--- config.mk ---
export PLATFORM = sky130hd
export DESIGN_NAME = ser_synth_ctrl
export DESIGN_NICKNAME = d
export VERILOG_FILES = /design/src/rtl/ser_synth_ctrl.sv
export SDC_FILE = /design/constraint.sdc
export NUM_CORES = 1
export LEC_CHECK = 0
export BUFFER_PORTS_ARGS = -buffer_cell sky130_fd_sc_hd__buf_2
export CAP_MARGIN = 20
export CORE_UTILIZATION = 50
export DETAILED_ROUTE_END_ITERATION = 10
export PLACE_DENSITY = 0.71
export SYNTH_ARGS = -nofsm -noshare
export SYNTH_HDL_FRONTEND = slang
export SYNTH_SLANG_ARGS = --single-unit
--- constraint.sdc ---
create_clock -name clk -period 2.8 [get_ports clk]
set_input_delay 0.28 -clock clk [delete_from_list [all_inputs] [get_ports clk]]
set_output_delay 0.28 -clock clk [all_outputs]
set_load 0.005 [all_outputs]
--- src/rtl/ser_synth_ctrl.sv ---
`timescale 1ns/1ps
module ser_synth_ctrl #(
  parameter int BAND_W = 4,
  parameter int M_W    = 10,
  parameter int S_W    = 5,
  parameter int TEST_W = 8,
  parameter int SYNC   = 2
) (
  input  logic              clk,
  input  logic              rst_n,
  input  logic              ser_en,
  input  logic              ser_clk,
  input  logic              ser_dat,
  input  logic              len_open,
  output logic [BAND_W-1:0] band_on,
  output logic [M_W-1:0]    m_div,
  output logic [S_W-1:0]    s_div,
  output logic              mode19,
  output logic [2:0]        test_sel,
  output logic              rs_a,
  output logic              rs_b,
  output logic              tune_en
);
  localparam int LEN_LONG  = BAND_W + M_W + S_W;
  localparam int LEN_SHORT = LEN_LONG - 1;
  localparam int LEN_TEST  = LEN_LONG + TEST_W;
  localparam int SR_W      = LEN_TEST - 1;
  localparam int CNT_W     = $clog2(LEN_TEST + 1);
  localparam int TF_W      = 6;

  logic [SYNC-1:0]  en_p, ck_p, dt_p;
  logic             en_d, ck_d;
  logic [SR_W-1:0]  sr_q;
  logic [CNT_W-1:0] cnt_q;
  logic             os_q, loaded_q;

  wire en_s  = en_p[SYNC-1];
  wire ck_s  = ck_p[SYNC-1];
  wire dt_s  = dt_p[SYNC-1];
  wire en_rise = en_s & ~en_d;
  wire en_fall = ~en_s & en_d;
  wire shift   = en_s & en_d & ck_d & ~ck_s;
  wire at_end  = (cnt_q == CNT_W'(LEN_TEST));

  wire [LEN_LONG-1:0] w_long = {sr_q[LEN_LONG-2:0], dt_s};
  wire [TF_W-1:0]     w_test = {sr_q[TF_W-2:0], dt_s};

  assign tune_en = loaded_q & ~os_q;

  always_ff @(posedge clk or negedge rst_n) begin
    if (!rst_n) begin
      en_p <= '0;
      ck_p <= '0;
      dt_p <= '0;
      en_d <= 1'b0;
      ck_d <= 1'b0;
    end else begin
      en_p <= {en_p[SYNC-2:0], ser_en};
      ck_p <= {ck_p[SYNC-2:0], ser_clk};
      dt_p <= {dt_p[SYNC-2:0], ser_dat};
      en_d <= en_s;
      ck_d <= ck_s;
    end
  end

  always_ff @(posedge clk or negedge rst_n) begin
    if (!rst_n) begin
      cnt_q <= '0;
      sr_q  <= '0;
    end else if (en_rise) begin
      cnt_q <= '0;
    end else if (shift && !at_end) begin
      cnt_q <= cnt_q + 1'b1;
      sr_q  <= {sr_q[SR_W-2:0], dt_s};
    end
  end

  always_ff @(posedge clk or negedge rst_n) begin
    if (!rst_n) begin
      band_on  <= '0;
      m_div    <= '0;
      s_div    <= '0;
      mode19   <= 1'b1;
      loaded_q <= 1'b0;
      test_sel <= 3'b000;
      rs_a     <= 1'b0;
      rs_b     <= 1'b1;
      os_q     <= 1'b0;
    end else begin
      if (shift && cnt_q == CNT_W'(BAND_W - 1))
        band_on <= {sr_q[BAND_W-2:0], dt_s};
      if (shift && cnt_q == CNT_W'(LEN_LONG - 1)) begin
        m_div    <= w_long[M_W+S_W-1:S_W];
        s_div    <= w_long[S_W-1:0];
        mode19   <= 1'b1;
        loaded_q <= 1'b1;
      end else if (en_fall && cnt_q == CNT_W'(LEN_SHORT) && !len_open) begin
        m_div    <= {1'b0, sr_q[M_W+S_W-2:S_W]};
        s_div    <= sr_q[S_W-1:0];
        mode19   <= 1'b0;
        loaded_q <= 1'b1;
      end
      if (shift && cnt_q == CNT_W'(LEN_TEST - 1)) begin
        test_sel <= w_test[5:3];
        rs_a     <= w_test[2];
        rs_b     <= w_test[1];
        os_q     <= w_test[0];
      end
    end
  end

  p_cnt_bound_r7: assert property (@(posedge clk) disable iff (!rst_n)
    cnt_q <= CNT_W'(LEN_TEST));
  p_band_at_fourth_r3: assert property (@(posedge clk) disable iff (!rst_n)
    (band_on != $past(band_on)) |-> (cnt_q == CNT_W'(BAND_W)));
  p_div_at_len_r5: assert property (@(posedge clk) disable iff (!rst_n)
    ((m_div != $past(m_div)) || (s_div != $past(s_div)))
      |-> (cnt_q == CNT_W'(LEN_SHORT) || cnt_q == CNT_W'(LEN_LONG)));
  p_short_msb_r4: assert property (@(posedge clk) disable iff (!rst_n)
    !mode19 |-> (m_div[M_W-1] == 1'b0));
  p_test_at_end_r7: assert property (@(posedge clk) disable iff (!rst_n)
    ((test_sel != $past(test_sel)) || (rs_a != $past(rs_a)) || (rs_b != $past(rs_b)))
      |-> (cnt_q == CNT_W'(LEN_TEST)));
  p_tune_rise_r8: assert property (@(posedge clk) disable iff (!rst_n)
    $rose(tune_en) |-> (cnt_q == CNT_W'(LEN_SHORT) || cnt_q == CNT_W'(LEN_LONG)
                        || cnt_q == CNT_W'(LEN_TEST)));
endmodule

* Yosys cells after proc, flatten, opt, wreduce, memory -nomap -nowiden
Cells that the tools add are included.
Word-level totals: memory bits (writable) 0, bits in latches 0, register bits after elaboration 54, word-level logic and storage cells 53, output and inout bits 26, input bits 6, memory bits (read-only) 0, memories kept 0
Cells by class: bitwise logic cells 11, reduce and logical (&&, ||, !) cells 11, shift-type cells 0, divide/modulo/power cells 0, eq/ne operators 4, $lt $le $gt $ge 0, add/subtract/negate cells 1, multiplexer cells 10, multiply operators 0
Operators with widths (count):
- $mux W10 | 2
- $mux W5 | 4
- $eq A5 B5 Y1 const B | 3
- $and A1 B1 Y1 | 6
- $logic_and A1 B1 Y1 | 6
- $add A5 B1 Y5 const B | 1
- $eq A5 B2 Y1 const B | 1
- $not A1 Y1 | 5
- $mux W1 | 4
- $reduce_bool A2 Y1 | 2
- $logic_not A1 Y1 | 2
- $reduce_and A2 Y1 | 1

* Longest topological paths before layout
Gate-level depths: netlist of run 1.
depth after elaboration 6, gate-level depth with buffers 7, depth with buffers taken out 5

* Worst setup path after synthesis of run 1
Ideal clock, no wire load.
kind register to register, start reg cnt_q[0], end reg sr_q[10], buffers on the path 1, cell stages (with the launch flop) 6, setup time 0.125 ns, arrival 1.466 ns, path slack 1.209 ns, clock period less this slack 1.591 ns, data required time 2.675 ns, cell sequence dfrtp_1 -> ha_1 -> nand4b_1 -> nand2_2 -> buf_2 -> mux2_2
Between the ends: longest elaborated chain between the ends 4
RTL lines:
- start, declared | RTL line 34 | logic [CNT_W-1:0] cnt_q;
- start signal, assigned | RTL line 73 | cnt_q <= cnt_q + 1'b1;
- $eq A5 B5 Y1 | RTL line 43 | wire at_end = (cnt_q == CNT_W'(LEN_TEST));
- $logic_not A1 Y1 | RTL line 72 | end else if (shift && !at_end) begin
- $logic_and A1 B1 Y1 | RTL line 72
- $reduce_and A2 Y1 (no source line)
- end signal, assigned | RTL line 74 | sr_q <= {sr_q[SR_W-2:0], dt_s};
- end, declared | RTL line 33 | logic [SR_W-1:0] sr_q;
No other way between the ends. A chain may end at the register's enable or synchronous reset.

* Worst setup path in the final report of run 1
start reg en_p[1], end reg m_div[0]
Between the ends: longest elaborated chain between the ends 5, elaborated cells between the ends (all ways) 10, those cells by class 1 x mux; 5 x bitwise; 4 x reduce/logical
RTL lines:
- start, declared | RTL line 31 | logic [SYNC-1:0] en_p, ck_p, dt_p;
- start signal, assigned | RTL line 58 | en_p <= {en_p[SYNC-2:0], ser_en};
- $and A1 B1 Y1 / $not A1 Y1 (equally long branches) | RTL line 42, 41
- $and A1 B1 Y1, on equally long branches | RTL line 42, 41
- $and A1 B1 Y1 / $logic_and A1 B1 Y1 (equally long branches) | RTL line 42, 97
- $logic_and A1 B1 Y1, on equally long branches | RTL line 92, 97
- $mux W10 / $reduce_bool A2 Y1 (equally long branches)
- end signal, assigned | RTL line 93 | m_div <= w_long[M_W+S_W-1:S_W];
- end signal, assigned | RTL line 98 | m_div <= {1'b0, sr_q[M_W+S_W-2:S_W]};
- end, declared | RTL line 16 | output logic [M_W-1:0] m_div,
Parallel ways exist; a longest one is shown, timed or not.

==> qor.txt, run 1 <==
Library cells used by synthesis: 32
Initial antenna violation count: 0
Top achievable clock speed: 504 MHz
Status: finished clean
PD cells: 566 nW/um^2
Synth area leader: dfrtp_1
Endpoints failing hold: 0
DIE AREA: 4700 um^2
Clock Sink Count: 54
Antenna cells: 0
Post-DP HPWL: 2710 um
Syn Nets: 159
Placer congestion estimate: 0.801
Peak VDD IR: 0.302 mV
Number of core rows: 23
Post-Synthesis Cells: 151
Top cell types by occurrence after synthesis: 52 x dfrtp_1, 23 x mux2_2, 14 x o22ai_1, 9 x a2bb2oi_2
Syn avg cell area: 14.7 um^2
Clock tree buffer depth: 2
Synth area leaders: dfrtp_1 59%, mux2_2 12%, a2bb2oi_2 6.1%, o22ai_1 4.0%, dfstp_2 2.4%
Wire length per cell: 17.4 um
Startpoint types: flop
Synth-to-Final Area Change: 13.9%
Final slew viol count: 0
Initial Utilization: 53.9%
Setup TNS: 0 ns
CP Class: reg2reg
Post-synth EDFFs: 0
CTS root buf: clkbuf_8
Total Routing Usage GR: 20.0%
Worst Max-Slew Pin Slew: 0.891 ns
Most numerous cell in the Yosys netlist: dfrtp_1
Post-CTS Setup Inserts: 0
Vias/cell: 5.87
Ys flop type: dfrtp_1
Dpl ws: 0.805 ns
NumNets Final: 193
Tmin final: 1.99 ns
Total routed wirelength: 4100 um
TritonCTS clock tree: built
Vias in the first global route: 1,379
Worst path arrival time: 2.21 ns
Latest clock arrival within the worst-skew pair: 0.30 ns
Core ar.: 4120 um^2
Top Ports: 32
Slew Limit Headroom: 40.6%
Ys async rst share: 100%
Chip width: 68.6 um
DR pass1 iterations: 4
Num CTS Buffers: 5
Global-route wire length before repair: 6710 um
Crit Path Max Fanout: 16
Vias: 1,385
Clock slew at reported path FFs: 0.09 ns
Largest net degree at the start of global routing: 43
Clock Skew: 0.0107 ns
Share of cells above drive strength 1: 44.1%
PortBufs: 31
Leakage power: 1.30 nW
Post-DRT Antenna Nets: 0
Post-Syn Area: 2220 um^2
Share of the synthesized area in the top cell type: 58.7%
Die height: 68.6 um
DR iter-0 viols: 87
Gr ovfl total: 0
Maxcap violations: 0
Synth warn: 0
Post-CTS Resized: 0
CP endpoint kind: flop
Crit share post-route: 70.9%
Post-route DRC: 0
Setup ws final: 0.814 ns
Post-synthesis sequential area ratio: 61.1%
Endpoints failing setup: 0
Yosys reg bits: 54
Hold WC Path Type: in2async
RSZ-0062 raised after global routing: false
CP required: 3.03 ns
Hold buffers post-CTS: 0
H-tree depth: 2
## critical path, cell delays in order, from the launching register on
cell       delay (ns)
dfrtp_1          0.44
or3b_1           0.66
a21boi_4         0.59
a2bb2oi_1        0.22
## kinds of logic (layout without fill, tap and decap cells)
logic type	after synthesis	after routing	share of synthesized area [%]
flip-flops	54	54	61.1
AO/OA/AOI/OAI	33	33	14.1
multiplexers	28	28	14.0
AND/OR/NAND/NOR	23	23	7.00
buffers and inverters	11	46	2.77
adder cells (fa/ha/maj)	2	2	1.13
## per-layer routing
metal / track usage (%) / vias to the layer above / part of all wire, %
met5: 0 / - / 0
met2: 32.8 / 45 / 50
li1: - / 634 / -
met1: 25.0 / 702 / 45
met3: 5.26 / 4 / 4.1
met4: 7.81 / 0 / 0.93
## final timing paths
kind,start,endpoint,slack (ns),cells after the start
hold / removal,rst_n,en_d,0.08,1
setup reg to reg,en_p[1],m_div[0],0.81,3
max in group asynchronous,rst_n,band_on[2],2.06,2
min in group clk,ser_clk,ck_p[0],0.08,1
setup / recovery,en_p[1],m_div[0],0.81,3
hold reg to reg,dt_p[0],dt_p[1],0.36,0
## stage by stage
| step | util [%] | hold WS (ns) | instances | instance area, um^2 | total power (W) |
|---|---|---|---|---|---|
| floorplan | - | -0.0156 | 151 | 2220 | 0.000910 |
| global placement | 58.7 | 0.334 | 228 | 2410 | 0.000949 |
| global route | 61.4 | 0.0644 | 236 | 2520 | 0.00149 |
| finish | 61.4 | 0.0811 | 236 | 2520 | 0.00143 |
| CTS | 61.4 | 0.0693 | 236 | 2520 | 0.00144 |
| detailed placement | 58.7 | 0.338 | 228 | 2410 | 0.000954 |
## flip-flops by register name, indices dropped and copies added, names as in the netlist, 2 cells and up
name,count
test_sel,3
s_div,5
band_on,4
sr_q,14
ck_p,2
en_p,2
dt_p,2
m_div,10
cnt_q,5
## placed cells by master, fill, tap and decap left out
master and n:
a21boi_0 1, a21boi_4 1, a22o_1 1, a2bb2oi_1 5, a2bb2oi_2 9, and4b_1 1
and4bb_2 1, buf_2 31, buf_4 4, clkbuf_8 8, dfrtp_1 52, dfstp_2 2
ha_1 2, inv_1 3, mux2_1 1, mux2_2 23, mux2i_1 4, nand2_1 5
nand2_2 1, nand2b_1 1, nand3_1 2, nand4_1 2, nand4b_1 3, nand4b_2 1
nor2_1 1, nor2b_1 1, nor3_1 1, nor3b_1 1, o21ai_0 2, o22ai_1 14
or2_2 1, or3b_1 1
## where the power goes
group	switching, W	total (W)	internal (W)	leakage, nW
clock	0.000239	0.000489	0.000250	0.0575
sequential	0.0000468	0.000860	0.000813	0.716
combinational	0.0000402	0.0000790	0.0000388	0.530
total	0.000326	0.00143	0.00110	1.30
## area by class of cell
cell class | count | area (um^2)
Multi-Input combinational cell | 86 | 802
Fill cell | 336 | 1590
Clock buffer | 8 | 110
Sequential cell | 54 | 1350
Timing Repair Buffer | 35 | 185
Tap cell | 50 | 62.6
Inverter | 3 | 11.3
(Power assumes the default switching activity.)
==> run 2: changes to the inputs <==
--- a/config.mk
+++ b/config.mk
@@ -5,6 +5,7 @@
 export SDC_FILE = /design/constraint.sdc
 export NUM_CORES = 1
 export LEC_CHECK = 0
+export ABC_AREA = 1
 export BUFFER_PORTS_ARGS = -buffer_cell sky130_fd_sc_hd__buf_2
 export CAP_MARGIN = 20
 export CORE_UTILIZATION = 50
==> constraint.sdc (replaced) <==
create_clock -name clk -period 2 [get_ports clk]
set_input_delay 0.2 -clock clk [delete_from_list [all_inputs] [get_ports clk]]
set_output_delay 0.2 -clock clk [all_outputs]
set_load 0.005 [all_outputs]
==> run 2 against run 1 <==
Effect of this change: the flow now finishes with violations (design-rule violations); cell count rose by 49%; synthesized cell count rose by 76%; fmax rose by 22%; sequential share of layout area fell by 3.2 points; first-iteration DRC count rose by 82%; via count rose by 27%; die area rose by 6.2%; critical path type unchanged; largest cell class unchanged.
==> qor.txt, run 2 <==
Slew Limit Headroom: 78.6% (was 40.6%)
Die height: 70.7 um (was 68.6 um)
Hold depth: 5
Hold endpoint: mode19
Worst Min Path Start: len_open
Chip width: 70.7 um (was 68.6 um)
Synth Area in Compound Gates: 5.73% (was 14.1%)
Crit path launch: cnt_q[0] (was en_p[1])
Fillers: 400 (was 336)
Reg2Reg Setup Slack: 0.37 ns (was 0.81 ns)
Top Ports: 32 (unchanged)
Crit share post-route: 81.6% (was 70.9%)
Vias/cell: 5.01 (was 5.87)
Largest net degree at the start of global routing: 55 (was 43)
RR Startpoint: cnt_q[0] (was en_p[1])
RSZ-0062 raised after global routing: false (unchanged)
Total Routing Usage GR: 19.3% (was 20.0%)
Peak VDD IR: 0.462 mV (was 0.302 mV)
Library cells used by synthesis: 24 (was 32)
Setup TNS: 0 ns (unchanged)
Syn avg cell area: 8.87 um^2 (was 14.7 um^2)
Main combinational cell family by area after synthesis: simple AND/OR/NAND/NOR gates (was compound AO/OA/AOI/OAI gates)
Clock Skew: 0.00545 ns (was 0.0107 ns)
Syn Nets: 274 (was 159)
Share of cells above drive strength 1: 18.4% (was 44.1%)
Crit Path Max Fanout: 18 (was 16)
Vias in the first global route: 1,635 (was 1,379)
Maxcap violations: 0 (unchanged)
Synth warn: 0 (unchanged)
Area of the multi-input gates: 835 um^2 (was 802 um^2)
Antenna cells: 0 (unchanged)
Clock tree buffer depth: 2 (unchanged)
Core ar.: 4440 um^2 (was 4120 um^2)
Post-CTS Resized: 0 (unchanged)
Startpoint types: flop (unchanged)
Total routed wirelength: 4160 um (was 4100 um)
Synth Area in Simple Gates: 27.9% (was 7.00%)
CP endpoint kind: flop (unchanged)
Layout Cells excl Fill: 351 (was 236)
Ys flop type: dfrtp_1 (unchanged)
Post-Synth Adder-Cell Area: 1.06% (was 1.13%)
DIE AREA: 5000 um^2 (was 4700 um^2)
DR iter-0 viols: 158 (was 87)
Yosys reg bits: 54 (unchanged)
Final slew viol count: 0 (unchanged)
Status: finished, violations left (was finished clean)
Leakage power: 1.47 nW (was 1.30 nW)
Top achievable clock speed: 613 MHz (was 504 MHz)
Max reg flops: 14 (unchanged)
Synth area leaders: dfrtp_1 55%, nand2_1 13%, nand3_1 7.9%, inv_1 4.1%, o21ai_0 3.4% (was dfrtp_1 59%, mux2_2 12%, a2bb2oi_2 6.1%, o22ai_1 4.0%, dfstp_2 2.4%)
Total power: 0.00198 W (was 0.00143 W)
Initial Utilization: 53.1% (was 53.9%)
Num CTS Buffers: 5 (unchanged)
Dpl cells: 339 (was 228)
Most frequent cells in the layout: 84 x nand2_1, 52 x dfrtp_1, 37 x nand3_1 (was 52 x dfrtp_1, 31 x buf_2, 23 x mux2_2)
Clock slew at reported path FFs: 0.09 ns (about the same)
Worst path arrival time: 1.87 ns (was 2.21 ns)
Number of core rows: 24 (was 23)
Violated checks: design-rule violations
Post-synth EDFFs: 0 (unchanged)
Post-Syn Area: 2360 um^2 (was 2220 um^2)
Post-route DRC: 14 (was 0)
H-tree depth: 2 (unchanged)
Post-Synth XOR/XNOR Area: 0.743% (was 0%)
Clock Sink Count: 54 (unchanged)
Worst Max-Slew Pin Slew: 0.321 ns (was 0.891 ns)
R2R cell count: 8 (was 3)
Most numerous cell in the Yosys netlist: nand2_1 (was dfrtp_1)
Global-route wire length before repair: 7540 um (was 6710 um)
Post-DRT Antenna Nets: 0 (unchanged)
Gr ovfl total: 0 (unchanged)
Reg2reg end: s_div[4] (was m_div[0])
Largest registers: sr_q (14), m_div (10) (unchanged)
DR pass1 iterations: 7 (was 4)
Endpoints failing hold: 0 (unchanged)
Post-Synthesis Cells: 266 (was 151)
Endpoints failing setup: 0 (unchanged)
Share of the synthesized area in the top cell type: 55.2% (was 58.7%)
Synth area leader: dfrtp_1 (unchanged)
CP required: 2.24 ns (was 3.03 ns)
CTS root buf: clkbuf_8 (unchanged)
Tmin final: 1.63 ns (was 1.99 ns)
CP Class: reg2reg (unchanged)
PD cells: 737 nW/um^2 (was 566 nW/um^2)
Ys async rst share: 100% (unchanged)
Flip-flop and latch area: 1350 um^2 (unchanged)
Biggest register: sr_q (unchanged)
Hold WC Path Type: in2reg (was in2async)
Core Util, Final: 60.4% (was 61.4%)
NumNets Final: 306 (was 193)
PortBufs: 31 (unchanged)
Top cell types by occurrence after synthesis: 84 x nand2_1, 52 x dfrtp_1, 37 x nand3_1, 26 x inv_1, 16 x o21ai_0 (was 52 x dfrtp_1, 23 x mux2_2, 14 x o22ai_1, 9 x a2bb2oi_2)
TritonCTS clock tree: built (unchanged)
Vias: 1,760 (was 1,385)
Proportion of synthesized area in mux cells: 0% (was 14.0%)
Most common cell after layout, fill and taps aside: nand2_1 (was dfrtp_1)
Synth-to-Final Area Change: 13.7% (was 13.9%)
Initial antenna violation count: 0 (unchanged)
Post-synthesis sequential area ratio: 57.4% (was 61.1%)
Placer congestion estimate: 0.783 (was 0.801)
Wire length per cell: 11.8 um (was 17.4 um)
Latest clock arrival within the worst-skew pair: 0.30 ns (about the same)
Post-DP HPWL: 2890 um (was 2710 um)
[run 2: changes by cell type after synthesis, sizes merged, moves of 4 or more]
cell     delta
a2bb2oi    -14
nand2      +85
nand4b      -4
o21ai      +25
o22ai      -14
mux2       -24
mux2i       -4
nand3      +36
inv        +24
nor2        +9
buf         +5
[run 2: cells by family after synthesis]
| group | count (synthesis) |
|---|---|
| AOI/OAI and AO/OA | 27 |
| buffers and inverters | 39 |
| adders and majority gates | 2 |
| and+or+nand+nor | 142 |
| DFF | 54 |
| xor gates and xnor gates | 2 |
[run 2: what timing repair did]
action / CTS / global route
hold buffers: 4 / 0
buffers inserted: 0 / 0
endpoints found under the hold margin: 55 / 0
[run 2: metrics by stage]
step	instance area, um^2	hold slack (ns)	worst slack (ns)
after global routing	2680	0.289	0.232
final	2680	0.250	0.368
after CTS	2680	0.248	0.362
after floorplan	2360	-0.0956	0.651
after detailed placement	2530	0.215	0.384
after global placement	2530	0.215	0.437
[run 2: layer usage]
metal	GRT usage [%]	vias up	part of all wire [%]
li1	-	903	-
met1	29.1	812	54
met2	27.5	41	40
met3	4.56	4	5.0
met4	6.67	0	0.94
met5	0	-	0
[run 2: final cells by class]
class	count	area share (%)
timing repair buffer	36	8.02
multi-input combinational	173	31.1
sequential	54	50.5
clock inverter	3	1.49
tap	52	2.43
inverter	28	3.92
clock buffer	5	2.57
[run 2: critical path: stages, from the launching register on]
cell and delay [ns]:
dfrtp_1 0.43, inv_1 0.07, ha_1 0.15, nand2_2 0.10, nor2_8 0.24, nand2_4 0.17
nand2_2 0.21, nand3_1 0.12, nand2_1 0.09
[run 2: how the worst max path moves through the flow]
stage / slack (ns) / end / cells after the start
final: 0.37 / s_div[4] / 8
after global routing: 0.23 / m_div[3] / 8
after CTS: 0.36 / s_div[4] / 8
after detailed placement: 0.38 / s_div[4] / 8
after global placement: 0.44 / s_div[2] / 8
after floorplan: 0.65 / m_div[0] / 8
[run 2: power by group]
group | total [W] | leakage (nW) | internal, W | switching, W
registers | 0.00115 | 0.703 | 0.00113 | 0.0000248
clock network | 0.000705 | 0.0579 | 0.000369 | 0.000336
logic | 0.000122 | 0.705 | 0.0000380 | 0.0000835
total | 0.00198 | 1.47 | 0.00153 | 0.000445
==> run 3: changes to the inputs <==
==> constraint.sdc (replaced) <==
create_clock -name clk -period 1.58 [get_ports clk]
set_input_delay 0.158 -clock clk [delete_from_list [all_inputs] [get_ports clk]]
set_output_delay 0.158 -clock clk [all_outputs]
set_load 0.005 [all_outputs]
==> run 3 against run 2 <==
Effect of this change: largest cell class unchanged; register-to-register slack lost 0.23 ns; combinational power grew 32%; worst setup slack lost 0.23 ns; the run still ends with design-rule violations left.
==> qor.txt, run 3 (synthesis gave the netlist of run 2 again) <==
Status: finished, violations left (unchanged)
Violated checks: design-rule violations (unchanged)
PD cells: 924 nW/um^2 (was 737 nW/um^2)
Most common cell after layout, fill and taps aside: nand2_1 (unchanged)
Startpoint types: flop (unchanged)
Share of cells above drive strength 1: 19.7% (was 18.4%)
Placer congestion estimate: 0.791 (was 0.783)
Maxcap violations: 0 (unchanged)
Clock share of power: 36.1% (was 35.7%)
Most frequent cells in the layout: 84 x nand2_1, 52 x dfrtp_1, 37 x nand3_1 (unchanged)
Num CTS Buffers: 5 (unchanged)
Core Util, Final: 61.7% (was 60.4%)
DR pass1 iterations: 7 (unchanged)
Crit Path Max Fanout: 12 (was 18)
Dpl ws: 0.103 ns (was 0.384 ns)
Vias in the first global route: 1,612 (was 1,635)
Initial antenna violation count: 0 (unchanged)
Top Ports: 32 (unchanged)
NumNets Final: 311 (was 306)
Top achievable clock speed: 692 MHz (was 613 MHz)
Setup TNS: 0 ns (unchanged)
Slew Limit Headroom: 81.0% (was 78.6%)
Post-CTS Setup Inserts: 0 (unchanged)
Endpoints failing setup: 0 (unchanged)
Worst Max-Slew Pin Slew: 0.285 ns (was 0.321 ns)
Vias/cell: 4.99 (was 5.01)
Crit share post-route: 91.5% (was 81.6%)
Fillers: 412 (was 400)
H-tree depth: 2 (unchanged)
CP Class: reg2reg (unchanged)
Synth-to-Final Area Change: 16.3% (was 13.7%)
Setup ws final: 0.135 ns (was 0.368 ns)
Largest registers: sr_q (14), m_div (10) (unchanged)
Max reg flops: 14 (unchanged)
Combinational group share of total power: 6.4% (was 6.1%)
CP required: 1.78 ns (was 2.24 ns)
Antenna cells: 0 (unchanged)
Biggest register: sr_q (unchanged)
Final hold slack: 0.259 ns (was 0.250 ns)
DIE AREA: 5000 um^2 (unchanged)
Initial Utilization: 53.1% (unchanged)
Clock Skew: 0.00441 ns (was 0.00545 ns)
Tmin final: 1.44 ns (was 1.63 ns)
Clock Sink Count: 54 (unchanged)
Chip width: 70.7 um (unchanged)
Global-route wire length before repair: 7420 um (was 7540 um)
Final slew viol count: 0 (unchanged)
Clock tree buffer depth: 2 (unchanged)
Number of core rows: 24 (unchanged)
Total net switching power: 0.000585 W (was 0.000445 W)
Clock slew at reported path FFs: 0.09 ns (about the same)
Gr ovfl total: 0 (unchanged)
Core ar.: 4440 um^2 (unchanged)
TritonCTS clock tree: built (unchanged)
DR iter-0 viols: 148 (was 158)
CP endpoint kind: flop (unchanged)
Sw Share: 23.1% (was 22.5%)
Peak VDD IR: 0.638 mV (was 0.462 mV)
Sequential share of power: 57.5% (was 58.2%)
Post-route DRC: 14 (unchanged)
Largest net degree at the start of global routing: 55 (unchanged)
Hold WC Path Type: in2reg (unchanged)
CTS root buf: clkbuf_8 (unchanged)
PortBufs: 31 (unchanged)
Endpoints failing hold: 0 (unchanged)
Leakage power: 1.49 nW (was 1.47 nW)
Vias: 1,776 (was 1,760)
Die height: 70.7 um (unchanged)
Worst path arrival time: 1.65 ns (was 1.87 ns)
Total Routing Usage GR: 19.1% (was 19.3%)
Cell Int Power: 0.00195 W (was 0.00153 W)
Post-DP HPWL: 3010 um (was 2890 um)
Latest clock arrival within the worst-skew pair: 0.31 ns (was 0.30 ns)
Wire length per cell: 12.0 um (was 11.8 um)
Post-DRT Antenna Nets: 0 (unchanged)
Total routed wirelength: 4260 um (was 4160 um)
RSZ-0062 raised after global routing: false (unchanged)
[run 3: changes by cell type in the layout (fill, tap and decap cells not counted), sizes merged]
cell and delta:
buf +5, clkinv -2, clkinvlp +2
[run 3: final timing paths]
kind,from,to,slack (ns),cells past startpoint
max in group asynchronous,rst_n,mode19,0.93,3
min in group asynchronous,rst_n,dt_p[0],0.36,3
hold reg to reg,ck_p[0],ck_p[1],0.35,0
hold / removal,len_open,mode19,0.26,5
setup / recovery,cnt_q[0],m_div[1],0.14,8
setup reg to reg,cnt_q[0],m_div[1],0.14,8
[run 3: layout make-up]
| type | instances | area [um^2] | area share, % |
|---|---|---|---|
| Multi-Input combinational cell | 173 | 840 | 30.6 |
| Tap cell | 52 | 65.1 | 2.37 |
| Inverter | 28 | 105 | 3.83 |
| Clock buffer | 5 | 68.8 | 2.51 |
| Timing Repair Buffer | 41 | 265 | 9.67 |
| Sequential cell | 54 | 1350 | 49.4 |
| Clock inverter | 3 | 45.0 | 1.64 |
[run 3: critical path, stage by stage (launching register included)]
cell and delay (ns):
dfrtp_1 0.43, inv_1 0.07, ha_1 0.16, nand2_2 0.10, nor2_8 0.15, buf_4 0.19, nand3_1 0.09, nand3_1 0.10
nand2_1 0.05
[run 3: what timing repair did]
item,in CTS,in global routing
setup endpoints to repair,0,12
hold endpoints to repair,55,0
hold buffers,4,0
gates resized for setup,0,1
[run 3: stage by stage]
step                      cell area, um^2  total power [W]  instances
after floorplan                      2360          0.00156        266
after global placement               2580          0.00163        344
after detailed placement             2580          0.00164        344
after CTS                            2740          0.00257        356
after global routing                 2740          0.00265        356
final                                2740          0.00253        356
[run 3: power groups by stage]
stage | clock, W | sequential (W) | combinational (W)
finish | 0.000916 | 0.00146 | 0.000161
global route | 0.000991 | 0.00146 | 0.000190
CTS | 0.000952 | 0.00146 | 0.000164
detailed placement | 0 | 0.00148 | 0.000155
global placement | 0 | 0.00148 | 0.000152
floorplan | 0 | 0.00148 | 0.0000864
[run 3: per-layer routing]
layer  up-vias  routed length, um  global-route usage [%]  share of wire (%)
li1        906                  -                       -                  -
met1       815               2260                    28.8                 53
met2        50               1750                    27.1                 41
met3         5                208                    4.70                4.9
met4         0                 46                    6.44                1.1
met5         -                  0                       0                  0
